<file path="src/rtl/dma_udr_pkg.sv">
package dma_udr_pkg;

    typedef struct packed {
        logic req;
    } req_state_t;

    typedef struct packed {
        logic flag;
        logic lock;
    } flag_state_t;

endpackage

</file>
<file path="src/rtl/dma_udr_req.sv">
module dma_udr_req
    import dma_udr_pkg::*;
(
    input  logic clk,
    input  logic rst_n,
    input  logic trig_i,
    input  logic ack_i,
    input  logic en_i,
    input  logic lock_i,
    output logic req_o,
    output logic udr_evt_o
);

    req_state_t st_d, st_q;
    logic       live;
    logic       accept;

    always_comb begin
        st_d      = st_q;
        live      = trig_i && en_i && !lock_i;
        accept    = live && (!st_q.req || ack_i);
        udr_evt_o = live && st_q.req && !ack_i;
        if (accept) begin
            st_d.req = 1'b1;
        end else if (ack_i || udr_evt_o || !en_i || lock_i) begin
            st_d.req = 1'b0;
        end
    end

    always_ff @(posedge clk or negedge rst_n) begin
        if (!rst_n) begin
            st_q <= '0;
        end else begin
            st_q <= st_d;
        end
    end

    assign req_o = st_q.req;

    p_req_rise_r2: assert property (@(posedge clk) disable iff (!rst_n)
        $rose(st_q.req) |-> $past(trig_i) && $past(en_i));

    p_ack_drop_r3: assert property (@(posedge clk) disable iff (!rst_n)
        (st_q.req && ack_i && !trig_i) |=> !st_q.req);

    p_handoff_r4: assert property (@(posedge clk) disable iff (!rst_n)
        (st_q.req && ack_i && trig_i && en_i && !lock_i) |=> st_q.req);

endmodule

</file>
<file path="src/rtl/dma_udr_flag.sv">
module dma_udr_flag
    import dma_udr_pkg::*;
(
    input  logic clk,
    input  logic rst_n,
    input  logic udr_evt_i,
    input  logic clr_i,
    input  logic en_i,
    output logic flag_o,
    output logic lock_o
);

    flag_state_t st_d, st_q;

    always_comb begin
        st_d = st_q;
        // an underrun in the same cycle as a clearing write wins
        if (udr_evt_i) begin
            st_d.flag = 1'b1;
        end else if (clr_i) begin
            st_d.flag = 1'b0;
        end
        if (udr_evt_i) begin
            st_d.lock = 1'b1;
        end else if (!en_i && !st_q.flag) begin
            st_d.lock = 1'b0;
        end
    end

    always_ff @(posedge clk or negedge rst_n) begin
        if (!rst_n) begin
            st_q <= '0;
        end else begin
            st_q <= st_d;
        end
    end

    assign flag_o = st_q.flag;
    assign lock_o = st_q.lock;

    p_w1c_r7: assert property (@(posedge clk) disable iff (!rst_n)
        (st_q.flag && clr_i && !udr_evt_i) |=> !st_q.flag);

    p_sticky_r7: assert property (@(posedge clk) disable iff (!rst_n)
        (st_q.flag && !clr_i) |=> st_q.flag);

    p_set_wins_r8: assert property (@(posedge clk) disable iff (!rst_n)
        udr_evt_i |=> st_q.flag && st_q.lock);

    p_lock_hold_r10: assert property (@(posedge clk) disable iff (!rst_n)
        (st_q.lock && st_q.flag) |=> st_q.lock);

endmodule

</file>
<file path="src/rtl/dma_trig_udr.sv">
module dma_trig_udr #(
    parameter int DATA_W  = 32,
    parameter int UDR_BIT = 13
) (
    input  logic              clk,
    input  logic              rst_n,
    input  logic              trig_i,
    input  logic              ack_i,
    input  logic              dma_en_i,
    input  logic              udr_ie_i,
    input  logic              wr_en_i,
    input  logic [DATA_W-1:0] wr_data_i,
    output logic              dma_req_o,
    output logic              udr_flag_o,
    output logic              irq_o,
    output logic              hold_o
);

    localparam int BIT_IDX = (UDR_BIT < DATA_W) ? UDR_BIT : DATA_W - 1;

    logic udr_evt;
    logic clr;
    logic lock;

    assign clr = wr_en_i && wr_data_i[BIT_IDX];

    dma_udr_req u_req (
        .clk       (clk),
        .rst_n     (rst_n),
        .trig_i    (trig_i),
        .ack_i     (ack_i),
        .en_i      (dma_en_i),
        .lock_i    (lock),
        .req_o     (dma_req_o),
        .udr_evt_o (udr_evt)
    );

    dma_udr_flag u_flag (
        .clk       (clk),
        .rst_n     (rst_n),
        .udr_evt_i (udr_evt),
        .clr_i     (clr),
        .en_i      (dma_en_i),
        .flag_o    (udr_flag_o),
        .lock_o    (lock)
    );

    assign irq_o  = udr_flag_o && udr_ie_i;
    assign hold_o = lock;

    p_underrun_r5: assert property (@(posedge clk) disable iff (!rst_n)
        (trig_i && dma_en_i && dma_req_o && !ack_i && !hold_o)
            |=> udr_flag_o && hold_o && !dma_req_o);

    p_locked_noreq_r6: assert property (@(posedge clk) disable iff (!rst_n)
        hold_o |-> !dma_req_o);

    p_disabled_r11: assert property (@(posedge clk) disable iff (!rst_n)
        !dma_en_i |=> !dma_req_o);

    p_disabled_noflag_r11: assert property (@(posedge clk) disable iff (!rst_n)
        (!dma_en_i && !udr_flag_o) |=> !udr_flag_o);

endmodule

</file>
<file path="config.mk">
export PLATFORM = sky130hd
export DESIGN_NAME = dma_trig_udr
export DESIGN_NICKNAME = d
export VERILOG_FILES = /design/src/rtl/dma_udr_pkg.sv /design/src/rtl/dma_udr_req.sv /design/src/rtl/dma_udr_flag.sv /design/src/rtl/dma_trig_udr.sv
export SDC_FILE = /design/constraint.sdc
export NUM_CORES = 1
export LEC_CHECK = 0
export BUFFER_PORTS_ARGS = -buffer_cell sky130_fd_sc_hd__buf_4
export CAP_MARGIN = 20
export CORE_AREA = 2 2 39 41
export CTS_CLUSTER_SIZE = 8
export DETAILED_ROUTE_END_ITERATION = 6
export DIE_AREA = 0 0 41 43
export PLACE_DENSITY = 0.57
export SYNTH_ARGS = -nofsm -noshare
export SYNTH_HDL_FRONTEND = slang
export SYNTH_SLANG_ARGS = --single-unit
</file>
<file path="constraint.sdc">
create_clock -name clk -period 0.95 [get_ports clk]
set_clock_uncertainty 0.2 [all_clocks]
set_input_delay 0.0475 -clock clk [delete_from_list [all_inputs] [get_ports clk]]
set_output_delay 0.0475 -clock clk [all_outputs]
set_load 0.05 [all_outputs]
</file>
Word level (Yosys, flattened, before mapping)
Index checks and enable logic that the tools add are counted.
W data, S select, Z words.
{ "word_totals": {"output_inout_bits": 4, "input_bits": 39, "register_bits": 3, "elab_cells": 29} }
{ "op_classes": {"n_mux": 6, "reduce_logical": 20} }
{ "op_table": {"columns": ["operator", "count"], "rows": [
  ["$logic_and A1 B1 Y1", 8],
  ["$mux W1", 6],
  ["$reduce_bool A2 Y1", 3],
  ["$logic_not A1 Y1", 5],
  ["$logic_or A1 B1 Y1", 4]
]} }

Logic depth before layout (Yosys ltp)
Gate-level depths: netlist of the first run.
{ "logic_depth": {"ltp_word": 9, "mapped_depth": 3, "ltp_nobuf": 3} }

Modules after synthesis
From an unflattened synthesis of the first run, not the netlist that was laid out.
{ "unflattened": {"cells_unflattened": 13, "area_unflattened_um2": 156.4} }
{ "modules_own_cells": {"columns": ["module", "n_inst", "area_each_um2", "cells_each", "seq_area_each_um2"], "rows": [
  ["dma_udr_flag", 1, 72.6, 6, 50.0],
  ["dma_udr_req", 1, 71.3, 5, 25.0],
  ["dma_trig_udr", 1, 12.5, 2, 0.0]
]} }

Worst setup path after synthesis of the first run
OpenSTA, ideal clock, no wires.
{ "synth_timing": {"path_type": "register to output", "from": "reg u_flag.st_q (netlist bit u_flag.flag_o)", "to": "out irq_o", "t_required_ns": 0.702, "stages_incl_launch_ff": 2, "slack_ns": -0.430, "t_arrival_ns": 1.132, "path_buffers": 0, "cell_sequence": "dfrtp_1 -> and2_1"} }
{ "synth_between": {"elab_chain_cells": 1} }
{ "synth_lines": {"columns": ["element", "line_no", "source"], "rows": [
  ["start, declared", "dma_udr_flag.sv:13", "flag_state_t st_d, st_q;"],
  ["start signal, assigned", "dma_udr_flag.sv:34", "st_q <= st_d;"],
  ["$logic_and A1 B1 Y1", "dma_trig_udr.sv:48", "assign irq_o = udr_flag_o && udr_ie_i;"],
  ["end, declared", "dma_trig_udr.sv:15", "output logic irq_o,"]
]} }
No other way between the ends.

Worst setup path in the final report of the first run
Ends and elaborated chain as after synthesis.

==> flow_summary.toml, run 1 <==
[floorplan]
dieArea_mm2 = 0.001763
die_y_um = 43
num_io_pins = 43
floorplan.rows = 14
fp.coreArea_mm2 = 0.001384
floorplan.die.width_um = 41
floorplan.initialDensity_pct = 10.49

[outcome]
status = "finished with violations"
failed_checks = "negative hold slack, negative setup slack"

[grt]
antenna_found_initial = 0
grt.overflow.total = 0
grt_start_max_net_pins = 5
grt_pass1_vias = 182
grtUsageTotal_pct = 7.035
grt_first_pass_wirelength_um = 669

[setup_path]
worst-r2r-cell-count = 3
setup.reg_to_reg.worst_slack_ps = -130
crit_start = "u_flag.flag_o$_DFFE_PN0P_"
critPathLaunchType = "flip-flop"
data_arrival_at_the_endpoint_of_the_critical_path_ps = 920
path_class = "reg -> out"
critical_path.reg2reg.startpoint = "u_req.req_o$_DFFE_PN0P_"
worst-path-max-fanout = 3
worst_ep_required_time_ps = 700
crit-reg2reg-capture = "u_req.req_o$_DFFE_PN0P_"
cp-end-kind = "output pin"

[synth]
combinational_family_with_the_most_area_after_synthesis = "simple AND/OR/NAND/NOR gates"
post_synth_instance_area_um2 = 145.1
number_of_instances_in_the_synthesized_netlist = 13
mappedNetlistNets = 52
post_synthesis_mux_area_share_pct = 0
synth_adder_area_share_pct = 0
synth_simple_gate_area_share_pct = 38.79
synth.area.top_cells = "sky130_fd_sc_hd__dfrtp_1, sky130_fd_sc_hd__nand2_1, sky130_fd_sc_hd__nor2b_4, sky130_fd_sc_hd__nor3b_2, sky130_fd_sc_hd__nand4b_1"
post_synth_xor_area_fraction_pct = 6.034
synth.distinct_cells = 8
synth_sequential_area_ratio_pct = 51.72
post_synth.cell_area_avg_um2 = 11.16
synthesized_area_fraction_occupied_by_ao_oa_aoi_and_oai_cells_pct = 3.448
synth_top_area_share_pct = 51.72
postSynthRegisterBits = 3
ys_warn_count = 0
synth_largest_area_cell = "sky130_fd_sc_hd__dfrtp_1"

[cts]
clock-sinks = 3
htree_levels = 1
clk_root_buffer_cell = "sky130_fd_sc_hd__clkbuf_4"
cts_hold_buf = 3
tritoncts = "done"
worst_setup_hold_path_clk_slew_ps = 30
clock_insertion_delay_at_the_later_pin_of_the_skew_report_ps = 230
cts_max_path_buffers = 2
numCtsBuffers = 3

[route]
wirelength_um = 451
first_iter_violations = 0
vias_per_cell = 3.460
via_total_after_detailed_routing = 173
ant_nets = 0
drt-pass1-iter-count = 1
drt_drc_violations_left = 0
wl_per_cell_um = 9.020

[pwr]
leakage_nw = 0.1765
max_ir_drop_vdd_mv = 0.3395
pwr_density_cell_mw_per_mm2 = 1446

[worst_hold_path]
worst_hold_path.endpoint = "u_flag.lock_o$_DFFE_PN0P_"
min_from = "dma_en_i"
hold_path_depth = 3
min-delay-path-class = "in -> reg"

[final_layout]
final_common_cell = "sky130_fd_sc_hd__buf_4"
nFillCells = 145
multi_input_area_um2 = 80.08
num_antenna_cells = 0
layout-drive-gt1-share_pct = 70.59
finish.net_count = 74
layout.cells.most_common_list = "sky130_fd_sc_hd__buf_4, sky130_fd_sc_hd__nand2_1"
final_core_occ_pct = 25.95
flow.area_growth_from_synthesis_pct = 147.4
sequential_cell_area_um2 = 78.83

[place]
routabilityCongestion = 0.6390
port_buffers = 11

[timing]
setup_viol_count_final = 7
transition_time_at_the_pin_with_the_least_slew_margin_ps = 123.2
timing_hold_violations_final = 6
fmax_mhz = 858.2
final.hold.worst_slack_ps = -150.5
finalCriticalPeriod_ps = 1165
final_critical_path_setup_slack_ps = -215.2
relSlewSlack_pct = 91.75
final_max_tran_viols = 0
layout_worst_path_cycle_share_pct = 122.7
grt_setup_unrepaired = "true"

[job]
cap_violations = 0
[final cells by class]
type	count	area share [%]
Timing Repair Buffer	17	42.86
Multi-Input combinational cell	10	22.30
Sequential cell	3	21.95
Clock buffer	4	7.317
Tap cell	16	5.575
[Yosys cell counts]
library cell               n
sky130_fd_sc_hd__o21ai_0   1
sky130_fd_sc_hd__dfrtp_1   3
sky130_fd_sc_hd__xnor2_1   1
sky130_fd_sc_hd__nand4b_1  1
sky130_fd_sc_hd__nand2_1   4
sky130_fd_sc_hd__nor3b_2   1
sky130_fd_sc_hd__and2_1    1
sky130_fd_sc_hd__nor2b_4   1
[layer usage]
metal	GRT usage (%)	share of wire, %	vias up
met2	7.813	41	14
met5	0	0	-
met4	10.00	3.1	0
met3	4.712	12	2
li1	-	-	85
met1	6.774	43	72
[critical path, stage by stage, from the launching register on]
cell,delay [ps]
sky130_fd_sc_hd__dfrtp_2,400
sky130_fd_sc_hd__and2_4,140
sky130_fd_sc_hd__buf_8,140
[worst max path at each step]
stage | to | depth (start not counted)
after global routing | irq_o | 2
after global placement | u_req.req_o$_DFFE_PN0P_ | 3
final | irq_o | 2
after floorplan | u_req.req_o$_DFFE_PN0P_ | 3
after detailed placement | u_req.req_o$_DFFE_PN0P_ | 3
after CTS | irq_o | 2
[flip-flops by register name (all words and copies together), names as in the netlist]
name / flops
u_flag.flag_o: 1
u_flag.lock_o: 1
u_req.req_o: 1
[cells by family (layout without fill, tap and decap cells)]
kind of cell              Yosys count  after routing
buffers and inverters               0             21
AOI/OAI and AO/OA                   1              1
xor gates and xnor gates            1              1
DFF                                 3              3
and+or+nand+nor                     8              8
[where the power goes]
part	internal, mW	switching (mW)	total (mW)	leakage (nW)
Combinational	0.0783	0.0708	0.149	0.126
Sequential	0.140	0.00810	0.148	0.0358
Clock	0.157	0.0652	0.223	0.0150
[repair_timing]
item | CTS | global route
hold endpoints to repair | 6 | 6
setup buffers | 2 | 0
setup endpoints to repair | 7 | 7
pin swaps | 0 | 1
gates resized for setup | 7 | 0
[metrics by stage]
| step | setup WS (ps) | cells | TNS, ps | total power [mW] | area, um2 |
|---|---|---|---|---|---|
| after floorplan | -266.1 | 13 | -851.0 | 0.2122 | 157.7 |
| after global placement | -96.45 | 41 | -223.9 | 0.2658 | 267.8 |
| after detailed placement | -112.1 | 41 | -263.4 | 0.2674 | 267.8 |
| after CTS | -220.2 | 50 | -906.7 | 0.5305 | 359.1 |
| after global routing | -248.6 | 50 | -1110 | 0.5602 | 359.1 |
| final | -215.2 | 50 | -870.0 | 0.5192 | 359.1 |
(Power assumes the default switching activity.)
==> run 2, diff against run 1 <==
--- a/config.mk
+++ b/config.mk
@@ -7,10 +7,11 @@
 export LEC_CHECK = 0
 export BUFFER_PORTS_ARGS = -buffer_cell sky130_fd_sc_hd__buf_4
 export CAP_MARGIN = 20
-export CORE_AREA = 2 2 39 41
+export CORE_AREA = 3 3 40 42
 export CTS_CLUSTER_SIZE = 8
 export DETAILED_ROUTE_END_ITERATION = 6
-export DIE_AREA = 0 0 41 43
+export DIE_AREA = 0 0 43 45
+export GPL_TIMING_DRIVEN = 0
 export PLACE_DENSITY = 0.57
 export SYNTH_ARGS = -nofsm -noshare
 export SYNTH_HDL_FRONTEND = slang
==> run 2 against run 1 <==
  * Die area rose by 9.8%
  * Highest routed layer unchanged
  * Cell area up 1.7%
  * The run still ends with negative hold slack, negative setup slack left
  * Non-clock buffer count stayed put
  * Critical path type unchanged
  * Wire length is 7.1% lower
  * Clock power hardly changed
  * Largest power group unchanged
  * Sequential power about the same
  * Cell count down 2.0%
==> flow_summary.toml, run 2 (synthesized netlist as in run 1, its figures left out) <==
[setup_path]
slowest_delay_ps = 390
cp_num_buf_inv = 2
worst-r2r-cell-count = 4
data_arrival_at_the_endpoint_of_the_critical_path_ps = 900
cp.depth = 2
timing.critical_path.max_delay_family = "flip-flops"
path_class = "reg -> out"
crit-reg2reg-capture = "u_flag.lock_o$_DFFE_PN0P_"
worst-path-max-fanout = 2
cp-end-kind = "output pin"
critPathLaunchType = "flip-flop"
crit_slowest_cell = "sky130_fd_sc_hd__dfrtp_2"
critical_path.reg2reg.startpoint = "u_flag.flag_o$_DFFE_PN0P_"
worst_ep_required_time_ps = 700
setup.reg_to_reg.worst_slack_ps = -180
crit_path_cell_trace = "buf_4, buf_8"

[worst_hold_path]
min-delay-path-class = "in -> reg"
hold_path_depth = 3
worst_hold_path.endpoint = "u_flag.lock_o$_DFFE_PN0P_"
min_from = "dma_en_i"

[cts]
numCtsBuffers = 3
cts_max_path_buffers = 2
cts_hold_buf = 3
htree_levels = 1
worst_setup_hold_path_clk_slew_ps = 30
clk_root_buffer_cell = "sky130_fd_sc_hd__clkbuf_4"
tritoncts = "done"
clock_insertion_delay_at_the_later_pin_of_the_skew_report_ps = 230
clock-sinks = 3

[outcome]
status = "finished with violations"
failed_checks = "negative hold slack, negative setup slack"

[timing]
layout_worst_path_cycle_share_pct = 120.5
fmax_mhz = 873.3
final_critical_path_setup_slack_ps = -195.1
final_max_tran_viols = 0
grt_setup_unrepaired = "true"
relSlewSlack_pct = 91.18
fin_setup_tns_ps = -1008
setup_viol_count_final = 7
finalCriticalPeriod_ps = 1145
transition_time_at_the_pin_with_the_least_slew_margin_ps = 131.7
final.hold.worst_slack_ps = -149.6
timing_hold_violations_final = 6

[final_layout]
layout.cells.most_common_list = "sky130_fd_sc_hd__buf_4, sky130_fd_sc_hd__nand2_1, sky130_fd_sc_hd__clkbuf_4, sky130_fd_sc_hd__dlygate4sd3_1, sky130_fd_sc_hd__dfrtp_2"
finish.net_count = 74
num_antenna_cells = 0
final_common_cell = "sky130_fd_sc_hd__buf_4"
flow.area_growth_from_synthesis_pct = 151.7
layout-drive-gt1-share_pct = 73.53

[place]
routabilityCongestion = 0.7287
port_buffers = 11

[pwr]
leakage_nw = 0.1780
pwr_density_cell_mw_per_mm2 = 1432
p_total_mw = 0.5232
max_ir_drop_vdd_mv = 0.2826

[route]
via_total_after_detailed_routing = 173
routed.top_layer = "met4"
wirelength_um = 419
first_iter_violations = 1
m1_wire_length_um = 180
drt_drc_violations_left = 0
ant_nets = 0
route.met2.wl_um = 151
wl_per_cell_um = 8.551
drt-pass1-iter-count = 2
wl_met3_um = 69
vias_per_cell = 3.531

[floorplan]
dieArea_mm2 = 0.001935
die_y_um = 45
floorplan.die.width_um = 43
floorplan.rows = 13
num_io_pins = 43
fp.coreArea_mm2 = 0.001285
floorplan.initialDensity_pct = 11.30

[grt]
grt.overflow.total = 0
grt_first_pass_wirelength_um = 752
grt_pass1_vias = 198
grtUsageTotal_pct = 6.266
antenna_found_initial = 0
grt_start_max_net_pins = 4

[job]
cap_violations = 0
## run 2: cell counts in the layout (fill, tap and decap cells not counted)
No cell type changed its count.
## run 2: worst max-delay path by stage
stage                              start                      end  slack, ps
2_1_floorplan    u_req.req_o$_DFFE_PN0P_  u_req.req_o$_DFFE_PN0P_       -270
3_3_place_gp     u_req.req_o$_DFFE_PN0P_  u_req.req_o$_DFFE_PN0P_       -120
3_5_place_dp     u_req.req_o$_DFFE_PN0P_  u_req.req_o$_DFFE_PN0P_       -120
4_1_cts        u_flag.flag_o$_DFFE_PN0P_                    irq_o       -210
5_1_grt        u_flag.flag_o$_DFFE_PN0P_                    irq_o       -220
6_report       u_flag.flag_o$_DFFE_PN0P_               udr_flag_o       -200
## run 2: report_power, final
part | internal, mW | switching (mW)
registers | 0.139 | 0.00693
clock network | 0.157 | 0.0651
logic | 0.0816 | 0.0727
total | 0.378 | 0.145
## run 2: repair_timing
action / in CTS / in global routing
cloned: 0 / 0
gates resized for setup: 7 / 2
buffers inserted: 3 / 0
endpoints found under the setup margin: 7 / 7
endpoints found under the hold margin: 6 / 6
pin swaps: 0 / 1
## run 2: layout make-up
| cell class | count | area [um2] |
|---|---|---|
| Fill cell | 139 | 919.6 |
| Timing Repair Buffer | 17 | 157.7 |
| Clock buffer | 4 | 26.28 |
| Tap cell | 15 | 18.77 |
| Multi-Input combinational cell | 10 | 83.83 |
| Sequential cell | 3 | 78.83 |
## run 2: metrics by stage
step | hold slack [ps] | cells | util [%] | worst slack (ps) | area (um2)
2_1_floorplan | -448.1 | 13 | - | -266.1 | 157.7
3_3_place_gp | -362.5 | 39 | 20.16 | -124.1 | 259.0
3_5_place_dp | -362.9 | 39 | 20.16 | -121.1 | 259.0
4_1_cts | -149.2 | 49 | 27.85 | -206.2 | 357.8
5_1_grt | -139.9 | 49 | 28.43 | -222.2 | 365.4
6_report | -149.6 | 49 | 28.43 | -195.1 | 365.4
## run 2: worst reg2reg max path: cells and delay by family, from the launching register on
kind	cells	cell delay (ps)
AO/OA/AOI/OAI	1	90
buffers and inverters	2	270
flip-flops	1	390
AND/OR/NAND/NOR	1	60
## run 2: per-layer routing
metal  vias up  track usage (%)
met1        72            5.839
met3         2            3.984
met4         0            9.036
met2        14            7.784
li1         85                -
met5         -                0
